File: config.mk
export PLATFORM = sky130hd
export DESIGN_NAME = fstat_cal_tx
export DESIGN_NICKNAME = d
export VERILOG_FILES = /design/src/rtl/fstat_cal_tx.sv
export SDC_FILE = /design/constraint.sdc
export NUM_CORES = 1
export LEC_CHECK = 0
export BUFFER_PORTS_ARGS = -buffer_cell sky130_fd_sc_hd__buf_4
export CORE_ASPECT_RATIO = 1.5
export CORE_UTILIZATION = 40
export DETAILED_ROUTE_END_ITERATION = 16
export GPL_TIMING_DRIVEN = 0
export SYNTH_ARGS = -nofsm -noshare
export SYNTH_HDL_FRONTEND = slang
export SYNTH_SLANG_ARGS = --single-unit
File: constraint.sdc
create_clock -name clk -period 4.75 [get_ports clk]
set_clock_uncertainty 0.05 [all_clocks]
set_input_delay 0.2375 -clock clk [delete_from_list [all_inputs] [get_ports clk]]
set_output_delay 0.2375 -clock clk [all_outputs]
set_load 0.1 [all_outputs]
File: src/rtl/fstat_cal_tx.sv
module fstat_cal_tx #(
  parameter int NPORTS     = 4,
  parameter int DEPTH      = 8,
  parameter int CNT_W      = 24,
  parameter int ALPHA_W    = 8,
  parameter int TRAIN_HALF = 10
) (
  input  logic                   clk,
  input  logic                   rst_n,
  input  logic                   en,
  input  logic                   sw_en,
  input  logic                   cal_sel,
  input  logic [CNT_W-1:0]       interval,
  input  logic [ALPHA_W-1:0]     alpha,
  input  logic [NPORTS*2-1:0]    fifo_stat,
  input  logic [DEPTH*((NPORTS > 1) ? $clog2(NPORTS) : 1)-1:0] cal0_ports,
  input  logic [((DEPTH > 1) ? $clog2(DEPTH) : 1)-1:0]         cal0_last,
  input  logic [DEPTH*((NPORTS > 1) ? $clog2(NPORTS) : 1)-1:0] cal1_ports,
  input  logic [((DEPTH > 1) ? $clog2(DEPTH) : 1)-1:0]         cal1_last,
  output logic [1:0]             stat_o,
  output logic                   sop_o
);
  localparam int PW = (NPORTS > 1) ? $clog2(NPORTS) : 1;
  localparam int LW = (DEPTH > 1) ? $clog2(DEPTH) : 1;
  localparam int TW = $clog2(2*TRAIN_HALF);
  localparam logic [TW-1:0] T_HALF = TW'(TRAIN_HALF);
  localparam logic [TW-1:0] T_LAST = TW'(2*TRAIN_HALF - 1);

  localparam logic [2:0] S_IDLE  = 3'd0;
  localparam logic [2:0] S_FRAME = 3'd1;
  localparam logic [2:0] S_SLOT  = 3'd2;
  localparam logic [2:0] S_DIP   = 3'd3;
  localparam logic [2:0] S_TRAIN = 3'd4;

  logic [2:0]         st;
  logic               cal_q;
  logic [LW-1:0]      idx;
  logic [1:0]         acc;
  logic [CNT_W-1:0]   pcnt;
  logic [TW-1:0]      tcyc;
  logic [ALPHA_W-1:0] trep;

  logic [PW-1:0] slot_port;
  logic [LW-1:0] last_idx;
  logic [1:0]    slot_word;
  logic [CNT_W-1:0] pcnt_inc;
  logic          train_due;
  logic          cal_next;

  assign slot_port = cal_q ? cal1_ports[idx*PW +: PW] : cal0_ports[idx*PW +: PW];
  assign last_idx  = cal_q ? cal1_last : cal0_last;
  assign slot_word = fifo_stat[{slot_port, 1'b0} +: 2];
  assign pcnt_inc  = pcnt + 1'b1;
  assign train_due = (interval != '0) && (pcnt_inc >= interval);
  assign cal_next  = sw_en & cal_sel;

  always_comb begin
    case (st)
      S_SLOT:  stat_o = slot_word;
      S_DIP:   stat_o = acc;
      S_TRAIN: stat_o = (tcyc < T_HALF) ? 2'b00 : 2'b11;
      default: stat_o = 2'b11;
    endcase
  end

  assign sop_o = (st == S_FRAME);

  always_ff @(posedge clk or negedge rst_n) begin
    if (!rst_n) begin
      st    <= S_IDLE;
      cal_q <= 1'b0;
      idx   <= '0;
      acc   <= '0;
      pcnt  <= '0;
      tcyc  <= '0;
      trep  <= '0;
    end else if (!en) begin
      st   <= S_IDLE;
      pcnt <= '0;
    end else begin
      case (st)
        S_IDLE: begin
          st    <= S_FRAME;
          cal_q <= cal_next;
        end
        S_FRAME: begin
          st  <= S_SLOT;
          idx <= '0;
          acc <= '0;
        end
        S_SLOT: begin
          acc <= acc ^ slot_word;
          if (idx == last_idx) st <= S_DIP;
          else idx <= idx + 1'b1;
        end
        S_DIP: begin
          if (interval == '0) begin
            pcnt  <= '0;
            st    <= S_FRAME;
            cal_q <= cal_next;
          end else if (train_due) begin
            pcnt <= '0;
            st   <= S_TRAIN;
            tcyc <= '0;
            trep <= '0;
          end else begin
            pcnt  <= pcnt_inc;
            st    <= S_FRAME;
            cal_q <= cal_next;
          end
        end
        S_TRAIN: begin
          if (tcyc == T_LAST) begin
            tcyc <= '0;
            if (trep == alpha) begin
              st    <= S_FRAME;
              cal_q <= cal_next;
            end else begin
              trep <= trep + 1'b1;
            end
          end else begin
            tcyc <= tcyc + 1'b1;
          end
        end
        default: st <= S_IDLE;
      endcase
    end
  end
endmodule

==> impl_metrics.json, run 1 <==
{
  "num_io_pins": 86,
  "die_h_um": 120.9,
  "drive_gt1_share_pct": 22.05,
  "hold_viol": 0,
  "syn-instance-count": 424,
  "endpoint_kind": "flip-flop",
  "worstSetupPathType": "reg2reg",
  "synth.avg_cell_area_um2": 8.894,
  "ys_types": 50,
  "synthArstFlopShare_pct": 100.0,
  "worstSkewPairLatency_ns": 0.29,
  "chipWidth_um": 81.28,
  "start_util_pct": 40.99,
  "grt_max_degree": 47,
  "antenna_found_initial": 0,
  "grt_first_pass_wirelength_um": 15940,
  "area_delta_synth_final_pct": 26.91,
  "synth_top_area_share_pct": 30.52,
  "grt-ovfl-total": 0,
  "fmax_ghz": 0.2255,
  "path_max_fanout": 10,
  "antennaDiodeCount": 0,
  "ys_seq_elements": 46,
  "synth_area_um2": 3771,
  "status": "complete, no violations",
  "place_congestion": 0.8724,
  "drc": 0,
  "max_cap_violations": 0,
  "period_minus_slack_ns": 4.435,
  "ant_nets": 0,
  "cp_data_required_time_ns": 4.88,
  "p_leak_nw": 2.370,
  "grt_usage_pct": 21.19,
  "reg2reg_to": "pcnt[16]",
  "cts_tree": "done",
  "routed_wl_um": 9710,
  "hold_path_end": "cal_q",
  "numCtsBuffers": 5,
  "fillers": 860,
  "drt-pass1-iter-count": 4,
  "slew_headroom_pct": 39.16,
  "core_um2": 9200,
  "grt_pass1_vias": 3451,
  "cts_buffer_depth": 2,
  "cts.clk_slew.worst_paths_ns": 0.07,
  "dpl-instance-area_um2": 4549,
  "synth_area_leader_cell": "dfrtp_1",
  "post_cts_buffers": 0,
  "num_vias": 3457,
  "powerDensity_nw_per_um2": 318.2,
  "crit_arrival_ns": 4.57,
  "portBuffers": 85,
  "reg2reg_depth": 16,
  "htreeDepth": 2,
  "min_path_cells": 3,
  "tightest_slew_ns": 0.9031,
  "seq_area_frac_synth_pct": 30.52,
  "drt_iter0_drc": 148,
  "final_cell_area_um2": 4786,
  "wl_per_cell_um": 15.44,
  "yosys-top-cells-area": "dfrtp_1 (31%), ha_1 (9.3%), xor2_1 (5.1%), mux4_1 (4.2%), nand2_1 (4.1%)",
  "regToRegSetupSlack_ns": 0.32,
  "synth_edf_count": 0,
  "dieArea_um2": 9828,
  "rows": 43,
  "cts_num_sinks": 46,
  "clock-root-buffer": "clkbuf_16",
  "syn_nets": 535,
  "holdCritPathClass": "in2reg",
  "finalCritPeriodShare_pct": 93.37,
  "place_hpwl_um": 7684,
  "worstReg2RegStart": "pcnt[3]",
  "vias_per_cell": 5.496,
  "synth_ff_type": "dfrtp_1",
  "hp-start": "cal_sel",
  "hold_ws_ns": 0.1499,
  "ir_drop_mv": 0.2095,
  "cp-start-kind": "flip-flop",
  "setup_viol": 0,
  "slew_viol_final": 0,
  "ys_warn_count": 0,
  "finish.net_count": 627
}
-- power by group --
| group | internal (W) | switching, W |
|---|---|---|
| clock network | 0.000316 | 0.000154 |
| registers | 0.000423 | 0.0000276 |
| logic | 0.000267 | 0.000335 |
| total | 0.00101 | 0.000517 |
-- cell type report --
class / instances / area, µm² / share of cell area [%]
buffer: 14 / 78.83 / 1.647
clock buffer: 6 / 138.9 / 2.902
timing repair buffer: 86 / 648.1 / 13.54
multi-input combinational: 324 / 2422 / 50.61
sequential: 46 / 1151 / 24.05
tap: 112 / 140.1 / 2.928
clock inverter: 2 / 60.06 / 1.255
inverter: 39 / 146.4 / 3.059
-- cell families after synthesis --
family                     synth area share (%)
and+or+nand+nor                           19.84
AOI/OAI and AO/OA                         16.16
buffers and inverters                     5.972
muxes                                     10.32
adders and majority gates                 9.290
DFF                                       30.52
xor gates and xnor gates                  7.896
-- registers in the layout, summed over array words and instances, names as in the netlist --
signal,flops
idx,3
pcnt,24
trep,8
acc,2
st,3
tcyc,5
cal_q,1
-- timing repair --
item | in CTS | in global routing
pin swaps | 0 | 1
setup endpoints to repair | 10 | 29
hold buffers | 1 | 0
hold endpoints to repair | 46 | 0
gates resized for setup | 2 | 7
-- worst max-delay path, cell delays in order (launching register included) --
cell and delay [ns]:
dfrtp_1 0.42, nand3_1 0.16, or4_1 0.57, nor2_2 0.21
and3_1 0.27, and3_1 0.23, xor2_1 0.09, ha_1 0.31
nand4_1 0.21, nor4_2 0.36, nand2_1 0.13, a31oi_2 0.32
or4_1 0.17, clkbuf_1 0.28, clkbuf_4 0.31, nor4_1 0.07
a21o_1 0.16
-- placed cells by master, fill, tap and decap left out, drive strengths merged, types with 3 or more instances in the layout --
master	netlist	layout
nand4	6	6
nand3	19	19
nand2b	12	12
a211oi	4	4
buf	5	90
nor4	11	11
o2111ai	3	3
a22o	12	12
nand2	41	41
a21o	4	4
a21oi	20	20
xor2	22	22
o21ai	25	25
nor3	10	10
inv	39	39
dfrtp	46	46
a211o	3	3
clkbuf	10	15
mux2i	16	16
mux4	9	9
and3	10	10
ha	28	28
nor3b	4	4
a31oi	3	3
nor2	17	17
o22ai	6	6
xnor2	12	12
-- cells in the mapped netlist, types with 6 or more instances --
| library cell | instances |
|---|---|
| nand4_1 | 6 |
| clkbuf_1 | 10 |
| dfrtp_1 | 46 |
| xor2_1 | 22 |
| o22ai_1 | 6 |
| nor4_1 | 11 |
| ha_1 | 28 |
| and3_1 | 10 |
| mux4_1 | 6 |
| nor2_1 | 17 |
| nor3_1 | 10 |
| inv_1 | 39 |
| a21oi_1 | 20 |
| a22o_1 | 12 |
| mux2i_1 | 15 |
| nand3_1 | 19 |
| nand2_1 | 41 |
| xnor2_1 | 12 |
| nand2b_1 | 11 |
| o21ai_0 | 25 |
-- through the flow --
stage | setup slack (ns) | utilization (%) | setup TNS [ns] | power (W) | instances
after floorplan | 0.9082 | - | 0 | 0.0008956 | 424
after global placement | -0.2324 | 49.45 | -1.923 | 0.001052 | 621
after detailed placement | -0.2470 | 49.45 | -2.070 | 0.001063 | 621
after CTS | 0.01954 | 51.80 | 0 | 0.001540 | 630
after global routing | -0.01128 | 52.02 | -0.01128 | 0.001605 | 629
final | 0.3150 | 52.02 | 0 | 0.001523 | 629
-- metal layers --
| metal | vias up | wire length, µm | GRT usage [%] | share of wire (%) |
|---|---|---|---|---|
| met4 | 0 | 126 | 6.585 | 1.3 |
| met5 | - | 0 | 0 | 0 |
| met2 | 94 | 5154 | 39.06 | 53 |
| met1 | 1628 | 3913 | 24.19 | 40 |
| met3 | 9 | 515 | 3.158 | 5.3 |
| li1 | 1726 | - | - | - |
-- how the worst max path moves through the flow --
stage / start / endpoint / slack, ns
after floorplan: pcnt[2] / pcnt[19] / 0.91
after global placement: pcnt[2] / pcnt[21] / -0.23
after detailed placement: pcnt[2] / pcnt[21] / -0.25
after CTS: pcnt[2] / pcnt[21] / 0.02
after global routing: pcnt[3] / pcnt[19] / -0.01
final: pcnt[3] / pcnt[16] / 0.32
Note: power is estimated with default switching activity, not from simulation.
==> run 2, diff against run 1 <==
==> constraint.sdc (replaced) <==
create_clock -name clk -period 4.75 [get_ports clk]
set_clock_uncertainty 0.05 [all_clocks]
set_input_delay 1.1875 -clock clk [delete_from_list [all_inputs] [get_ports clk]]
set_output_delay 1.1875 -clock clk [all_outputs]
set_load 0.1 [all_outputs]
==> run 2 against run 1 <==
Net effect: combinational power is essentially flat; sequential power is essentially flat; largest power group unchanged; die area is the same; via count is essentially flat; clock power is essentially flat; flip-flop and latch count is the same.
==> impl_metrics.json, run 2 (synthesis results as in run 1) <==
{
  "antenna_found_initial": 0,
  "crit_arrival_ns": 4.54,
  "ir_drop_mv": 0.2095,
  "place_congestion": 0.8724,
  "die_h_um": 120.9,
  "path_depth": 16,
  "grt_pass1_vias": 3450,
  "drive_gt1_share_pct": 22.09,
  "grt-ovfl-total": 0,
  "clock-root-buffer": "clkbuf_16",
  "p_leak_nw": 2.366,
  "fin_setup_tns_ns": 0,
  "antennaDiodeCount": 0,
  "largestRegisters": "pcnt x24, trep x8, tcyc x5",
  "fmax_ghz": 0.2267,
  "final-seq-area_um2": 1151,
  "finalCritPeriodShare_pct": 92.87,
  "dieArea_um2": 9828,
  "cts.clk_slew.worst_paths_ns": 0.07,
  "cts_num_sinks": 46,
  "routed_wl_um": 9688,
  "max_cap_violations": 0,
  "grt_max_degree": 47,
  "period_minus_slack_ns": 4.412,
  "finish.net_count": 626,
  "path_delay_family": "simple AND/OR/NAND/NOR gates",
  "min_path_cells": 1,
  "cts_buffer_depth": 2,
  "cp-start-kind": "flip-flop",
  "num_vias": 3454,
  "numCtsBuffers": 5,
  "chipWidth_um": 81.28,
  "portBuffers": 85,
  "instances_no_fill": 628,
  "drc": 0,
  "holdCritPathClass": "reg2reg",
  "critPathBufInv": 2,
  "tightest_slew_ns": 0.9136,
  "grt_first_pass_wirelength_um": 15940,
  "dp.cells": 621,
  "status": "complete, no violations",
  "fillers": 861,
  "worstSkewPairLatency_ns": 0.29,
  "grt_usage_pct": 21.19,
  "slew_headroom_pct": 38.45,
  "cts_tree": "done",
  "start_util_pct": 40.99,
  "most-common-layout-cells": "buf_4 (89), dfrtp_1 (46), nand2_1 (41)",
  "setup_viol": 0,
  "endpoint_kind": "flip-flop",
  "max_stage_delay_ns": 0.57,
  "core_um2": 9200,
  "regMostFlops": "pcnt",
  "hold_viol": 0,
  "final_common_cell": "buf_4",
  "largest_reg_flops": 24,
  "place_hpwl_um": 7684,
  "drt_iter0_drc": 157,
  "area_delta_synth_final_pct": 26.64,
  "cp_data_required_time_ns": 4.88,
  "crit_chain": "nand3_1 -> or4_1 -> nor2_2 -> and3_1 -> and3_1 -> xor2_1 -> ha_1 -> nand4_1 -> nor4_2 -> nand2_1 -> a31oi_2 -> or4_1 -> clkbuf_1 -> clkbuf_4 -> nor4_1 -> a21o_1",
  "reg2reg_depth": 16,
  "worstSetupPathType": "reg2reg",
  "ant_nets": 0,
  "rows": 43,
  "htreeDepth": 2,
  "path_max_fanout": 10,
  "num_io_pins": 86,
  "slew_viol_final": 0,
  "powerDensity_nw_per_um2": 318.6,
  "vias_per_cell": 5.500,
  "wl_per_cell_um": 15.43,
  "drt-pass1-iter-count": 7,
  "multi_input_area_um2": 2422,
  "slowest_stage": "or4_1"
}
## run 2: per-layer routing
metal | vias to the layer above | global-route usage, % | part of all wire (%)
met5 | - | 0 | 0
met4 | 0 | 6.585 | 1.3
met3 | 7 | 3.158 | 4.9
met2 | 88 | 39.06 | 53
met1 | 1636 | 24.19 | 40
li1 | 1723 | - | -
## run 2: cell type report
class / instances / share of cell area (%)
Timing Repair Buffer: 85 / 13.36
Buffer: 14 / 1.651
Tap cell: 112 / 2.934
Multi-Input combinational cell: 324 / 50.72
Sequential cell: 46 / 24.10
Inverter: 39 / 3.065
Clock buffer: 6 / 2.908
Clock inverter: 2 / 1.258
## run 2: what timing repair did
action / CTS / global route
endpoints found under the hold margin: 0 / 0
hold buffers: 0 / 0
pin swaps: 0 / 1
setup buffers: 0 / 0
setup endpoints to repair: 10 / 29
gates resized for setup: 2 / 7
## run 2: worst paths after layout
check	slack [ns]	startpoint	to
worst max register to register	0.34	pcnt[3]	pcnt[16]
worst min register to register	0.48	pcnt[23]	pcnt[23]
min in group asynchronous	0.85	rst_n	pcnt[5]
max in group asynchronous	3.38	rst_n	trep[0]
worst min-delay path	0.48	pcnt[23]	pcnt[23]
worst max-delay path	0.34	pcnt[3]	pcnt[16]
## run 2: per-stage QoR
stage | setup slack, ns | total power (W) | hold WS [ns] | area (µm²) | util, %
after global routing | -0.01128 | 0.001604 | 0.5060 | 4776 | 51.91
after detailed placement | -0.2470 | 0.001063 | 0.4652 | 4549 | 49.45
after floorplan | 0.01236 | 0.0008956 | 0.4303 | 3771 | -
after global placement | -0.2324 | 0.001052 | 0.4498 | 4549 | 49.45
after CTS | 0.01954 | 0.001540 | 0.4796 | 4756 | 51.69
final | 0.3385 | 0.001522 | 0.4773 | 4776 | 51.91
## run 2: where the power goes
group / internal (W) / switching (W)
sequential: 0.000423 / 0.0000275
combinational: 0.000266 / 0.000335
clock: 0.000316 / 0.000154
